## config.mk

```make
export PLATFORM = sky130hd
export DESIGN_NAME = lpad_guard
export DESIGN_NICKNAME = d
export VERILOG_FILES = /design/src/rtl/lpg_pkg.sv /design/src/rtl/lpg_classify.sv /design/src/rtl/lpg_verdict.sv /design/src/rtl/lpad_guard.sv
export SDC_FILE = /design/constraint.sdc
export NUM_CORES = 1
export LEC_CHECK = 0
export BUFFER_PORTS_ARGS = -buffer_cell sky130_fd_sc_hd__buf_2
export CAP_MARGIN = 15
export CORE_AREA = 2 2 78 80
export CTS_BUF_LIST = sky130_fd_sc_hd__clkbuf_8
export DETAILED_ROUTE_END_ITERATION = 10
export DIE_AREA = 0 0 80 82
export HOLD_SLACK_MARGIN = 0.03
export PLACE_DENSITY = 0.93
export REMOVE_ABC_BUFFERS = 1
export SYNTH_ARGS = -nofsm -noshare
export SYNTH_HDL_FRONTEND = slang
export SYNTH_SLANG_ARGS = --single-unit
```

## constraint.sdc

```tcl
create_clock -name clk -period 3.99 [get_ports clk]
set_input_delay 0.798 -clock clk [delete_from_list [all_inputs] [get_ports clk]]
set_output_delay 0.798 -clock clk [all_outputs]
set_load 0.005 [all_outputs]
```

## src/rtl/lpg_pkg.sv

```systemverilog
package lpg_pkg;
   localparam logic [6:0] OPC_AUIPC = 7'b0010111;
   localparam int unsigned LABEL_W = 20;

   typedef struct packed {
      logic               is_pad;
      logic [LABEL_W-1:0] label;
   } pad_info_t;

   function automatic logic rs1_exempt(input logic [4:0] idx);
      return (idx == 5'd1) || (idx == 5'd5) || (idx == 5'd7);
   endfunction
endpackage

```

## src/rtl/lpg_classify.sv

```systemverilog
module lpg_classify
   import lpg_pkg::*;
(
   input  logic [31:0] insn,
   input  logic        is_indirect,
   input  logic [4:0]  rs1,
   output logic        tracked,
   output pad_info_t   pad
);
   assign tracked    = is_indirect && !rs1_exempt(rs1);
   assign pad.is_pad = (insn[6:0] == OPC_AUIPC) && (insn[11:7] == 5'd0);
   assign pad.label  = insn[31:12];
endmodule

```

## src/rtl/lpg_verdict.sv

```systemverilog
module lpg_verdict
   import lpg_pkg::*;
#(
   parameter int unsigned XLEN        = 32,
   parameter bit          LABEL_CHECK = 1'b1
) (
   input  pad_info_t        pad,
   input  logic [1:0]       pc_low,
   input  logic [XLEN-1:0]  x7,
   output logic             fault
);
   logic label_bad;

   generate
      if (LABEL_CHECK) begin : g_label
         assign label_bad = (pad.label != '0) && (pad.label != x7[31:12]);
      end else begin : g_nolabel
         assign label_bad = 1'b0;
      end
   endgenerate

   assign fault = !pad.is_pad || (pc_low != 2'b00) || label_bad;
endmodule

```

## src/rtl/lpad_guard.sv

```systemverilog
module lpad_guard
   import lpg_pkg::*;
#(
   parameter int unsigned XLEN        = 32,
   parameter bit          LABEL_CHECK = 1'b1,
   parameter int unsigned CAUSE_CODE  = 18,
   parameter int unsigned TVAL_CODE   = 2
) (
   input  logic            clk,
   input  logic            rst,
   input  logic            enable,
   input  logic            ret_valid,
   input  logic [XLEN-1:0] ret_pc,
   input  logic [31:0]     ret_insn,
   input  logic            ret_is_indirect,
   input  logic [4:0]      ret_rs1,
   input  logic [XLEN-1:0] ret_x7,
   output logic            trap_valid,
   output logic [XLEN-1:0] trap_pc,
   output logic [XLEN-1:0] trap_cause,
   output logic [XLEN-1:0] trap_tval
);
   localparam logic [XLEN-1:0] CAUSE_V = XLEN'(CAUSE_CODE);
   localparam logic [XLEN-1:0] TVAL_V  = XLEN'(TVAL_CODE);

   generate
      if (XLEN != 32 && XLEN != 64) begin : g_bad_xlen
         $error("lpad_guard: XLEN must be 32 or 64");
      end
   endgenerate

   logic      armed_q;
   logic      tracked;
   logic      fault;
   logic      violate;
   pad_info_t pad;

   lpg_classify u_classify (
      .insn        (ret_insn),
      .is_indirect (ret_is_indirect),
      .rs1         (ret_rs1),
      .tracked     (tracked),
      .pad         (pad)
   );

   lpg_verdict #(.XLEN(XLEN), .LABEL_CHECK(LABEL_CHECK)) u_verdict (
      .pad    (pad),
      .pc_low (ret_pc[1:0]),
      .x7     (ret_x7),
      .fault  (fault)
   );

   assign violate = enable && ret_valid && armed_q && fault;

   always_ff @(posedge clk) begin
      if (rst) begin
         armed_q    <= 1'b0;
         trap_valid <= 1'b0;
         trap_pc    <= '0;
         trap_cause <= '0;
         trap_tval  <= '0;
      end else begin
         trap_valid <= violate;
         if (violate) begin
            trap_pc    <= ret_pc;
            trap_cause <= CAUSE_V;
            trap_tval  <= TVAL_V;
         end
         if (!enable)        armed_q <= 1'b0;
         else if (ret_valid) armed_q <= tracked && !violate;
      end
   end

   // the trap pulse lasts one cycle and carries fixed codes
   p_pulse_r7: assert property (@(posedge clk) disable iff (rst)
      trap_valid |=> !trap_valid);
   p_codes_r7: assert property (@(posedge clk) disable iff (rst)
      trap_valid |-> (trap_cause == CAUSE_V) && (trap_tval == TVAL_V));
   // a low enable suppresses traps
   p_quiet_r9: assert property (@(posedge clk) disable iff (rst)
      !enable |=> !trap_valid);
   // no trap without a retirement
   p_retire_r11: assert property (@(posedge clk) disable iff (rst)
      !ret_valid |=> !trap_valid);
   // exempt transfers leave the state unarmed
   p_exempt_r2: assert property (@(posedge clk) disable iff (rst)
      (ret_valid && ret_is_indirect && rs1_exempt(ret_rs1)) |=> !armed_q);
   // armed state persists through idle cycles
   p_hold_r8: assert property (@(posedge clk) disable iff (rst)
      (armed_q && enable && !ret_valid) |=> armed_q);
endmodule

```

==> impl_metrics.py <==
metrics = {
    "die": {
        "die_h_microns": 82,
        "start_util_pct": 41.1,
        "die_w_microns": 80,
        "core_sq_mm": 0.00575,
        "rows": 28,
        "die_area_sq_mm": 0.00656,
        "ios": 203,
    },
    "logic_synthesis": {
        "synthFlopType": "dfxtp_1",
        "synth-compound-area-share_pct": 1.27,
        "ys.warnings.count": 0,
        "yosys-mux-area-fraction_pct": 13.6,
        "synthDistinctLibCells": 22,
        "syn-cell-area_sq_mm": 0.00236,
        "synthArstFlopShare_pct": 0,
        "yosysSeqAreaShare_pct": 29.7,
        "synth-seq-cells": 35,
        "synth_xor_area_share_pct": 7.42,
        "synth_common_cells": "nand2b_1, buf_4, dfxtp_1",
        "yosysTopAreaCell": "dfxtp_1",
        "synth_cells": 257,
        "synth_edf_count": 0,
        "synth-simple-area-share_pct": 24.0,
        "syn-mean-instance-area_sq_um": 9.19,
        "yosys-top-cells-area": "dfxtp_1, buf_4, nand2b_1",
        "yosys.area.top_type_share_pct": 29.7,
        "synthAdderAreaFrac_pct": 0,
        "yosysMostFrequentCell": "nand2b_1",
        "synth_top_family_by_area": "buffers and inverters",
    },
    "timing": {
        "report.final.slew_viol_count": 0,
        "setup_viol": 0,
        "hold_viol_final": 0,
        "fin_skew_ns": 0.00140,
        "fin_crit_sh_pct": 56.9,
        "worstMarginPinSlew_ns": 0.753,
        "rsz0062_at_grt": "false",
        "setup_tns_ns": 0,
        "period_minus_slack_ns": 2.27,
        "slew_headroom_pct": 49.8,
        "fmax_mhz": 440,
    },
    "routing": {
        "wl_microns": 5150,
        "drt-pass1-iter-count": 4,
        "viasPerCell": 4.24,
        "vias": 1930,
        "wl_per_cell_microns": 11.3,
        "drt_iter0_markers": 23,
        "drc": 0,
        "ant_nets": 0,
    },
    "place": {
        "port_buffers": 129,
        "dp_hpwl_microns": 4070,
        "gp_congestion": 0.640,
        "placed_cells_incl_taps": 448,
    },
    "clocking": {
        "clk_pin_slew_ns": 0.07,
        "htree_levels": 2,
        "cts_buffers": 5,
        "clock_latency_ns": 0.28,
        "clock-sinks": 35,
        "ctsResizeCount": 0,
        "clockBufferDepth": 2,
        "ctsHoldBuffers": 0,
        "cts_tree": "yes",
        "cts_root_buf": "clkbuf_8",
        "post_cts_buffers": 0,
    },
    "hold_path": {
        "hp-class": "flop to flop",
    },
    "worst_setup_path": {
        "reg2reg_slack_ns": 2.62,
        "r2r_cells": 4,
        "endpoint": "trap_valid",
        "cp.required_ns": 4.13,
        "startpoint_type": "input port",
        "worstPathArrival_ns": 2.41,
        "critPathTopFamily": "simple AND/OR/NAND/NOR gates",
        "crit_chain": "buf_2, xor2_1, nor4_1, nand3_1, o22ai_1, a21oi_4, buf_4, nor2b_1",
        "crit_slowest_cell": "nor4_1",
        "critPathLaunch": "ret_insn[15]",
        "worstReg2RegEnd": "trap_pc[3]",
        "cp_slowest_stage_delay_ns": 0.34,
        "critPathKind": "input port to flop",
        "crit_buf_inv": 2,
        "r2r-start": "armed_q",
        "critical_path_cell_count": 8,
        "worst-path-max-fanout": 35,
        "endpoint_kind": "flop",
    },
    "global_route": {
        "grt_max_degree": 68,
        "grt.total_usage_pct": 14.2,
        "grt_pass1_vias": 1750,
        "antenna_found_initial": 0,
        "grt_overflow_total": 0,
        "grt_pass1_wl_microns": 7210,
    },
    "pwr": {
        "p_leak_uw": 0.00141,
        "finalPower_uw": 731,
        "peakVddDrop_mv": 0.201,
        "power.density_mw_per_mm2": 255,
    },
    "layout": {
        "finalNetCount": 486,
        "layout-drive-gt1-share_pct": 36.6,
        "seqCellArea_sq_um": 701,
        "antenna_cells": 0,
        "area_delta_synth_final_pct": 21.4,
        "multi_input_area_sq_mm": 0.00133,
        "fillers": 530,
        "instances_no_fill": 455,
    },
    "run": {
        "maxCapViolCount": 0,
    },
    "run_status": {
        "outcome": "finished clean",
    },
}
==> cell families (layout without fill, tap and decap cells) <==
logic type                count (synthesis)  in the layout
buffers and inverters                    74            137
xor gates and xnor gates                 20             20
and+or+nand+nor                          91             91
DFF                                      35             35
muxes                                    32             32
other                                     1             61
AOI/OAI and AO/OA                         4              4
==> layer usage <==
layer	vias up	share of wire [%]	global-route usage, %
met5	-	0	0
met3	6	9.7	5.05
met1	872	35	12.6
met2	96	55	29.7
met4	0	0.93	4.07
li1	956	-	-
==> cells in the final DEF (no fill, tap or decap) <==
| cell type | instances |
|---|---|
| buf_2 | 129 |
| nand2b_1 | 65 |
| conb_1 | 61 |
| dfxtp_1 | 35 |
| mux2i_1 | 32 |
| xor2_1 | 20 |
| nor4_1 | 11 |
| clkbuf_8 | 6 |
| nand3_1 | 4 |
| nor2b_1 | 3 |
| nor2_1 | 2 |
| nand4_1 | 2 |
| nand2_1 | 2 |
| nand4bb_1 | 1 |
| nor4_2 | 1 |
| o22ai_1 | 1 |
| a21oi_4 | 1 |
| o2bb2ai_1 | 1 |
| o21ba_1 | 1 |
| clkinv_2 | 1 |
| buf_4 | 1 |
==> power by group <==
part           switching, uW  internal [uW]
Clock                    121            135
Sequential              1.54            352
Combinational           59.3           61.8
==> tightest hold or removal path: cells and delay by family, from the launching register on <==
kind             cells  cell delay [ns]
flip-flops           1             0.31
AND/OR/NAND/NOR      1             0.06
multiplexers         1             0.05
==> worst min-delay path by stage <==
stage | start | endpoint | cells after the start | slack [ns]
after CTS | trap_pc[17] | trap_pc[17] | 2 | 0.48
after global routing | trap_pc[8] | trap_pc[8] | 2 | 0.50
after detailed placement | trap_pc[12] | trap_pc[12] | 2 | 0.46
after global placement | trap_pc[30] | trap_pc[30] | 2 | 0.45
final | trap_pc[24] | trap_pc[24] | 2 | 0.47
after floorplan | trap_pc[0] | trap_pc[0] | 2 | 0.46
==> cell type report <==
class                   instances  area share [%]
clock buffers                   6            2.88
clock inverters                 1           0.175
multi-input cells             208            46.4
flip-flops and latches         35            24.4
well taps                      75            3.27
repair buffers                130            22.8
==> per-stage QoR <==
stage                     setup slack, ns  cell area, sq um  hold slack [ns]  util, %
after floorplan                    0.0910              2020            0.464        -
after global placement               1.45              2780            0.455     48.4
after detailed placement             1.44              2780            0.461     48.4
after CTS                            1.74              2870            0.477     49.9
after global routing                 1.53              2870            0.497     49.9
final                                1.72              2870            0.471     49.9
==> state kept, by name, indices dropped and copies added (netlist names) <==
register,count
armed_q,1
trap_pc,32
trap_tval,1
trap_valid,1
(Power assumes the default switching activity.)
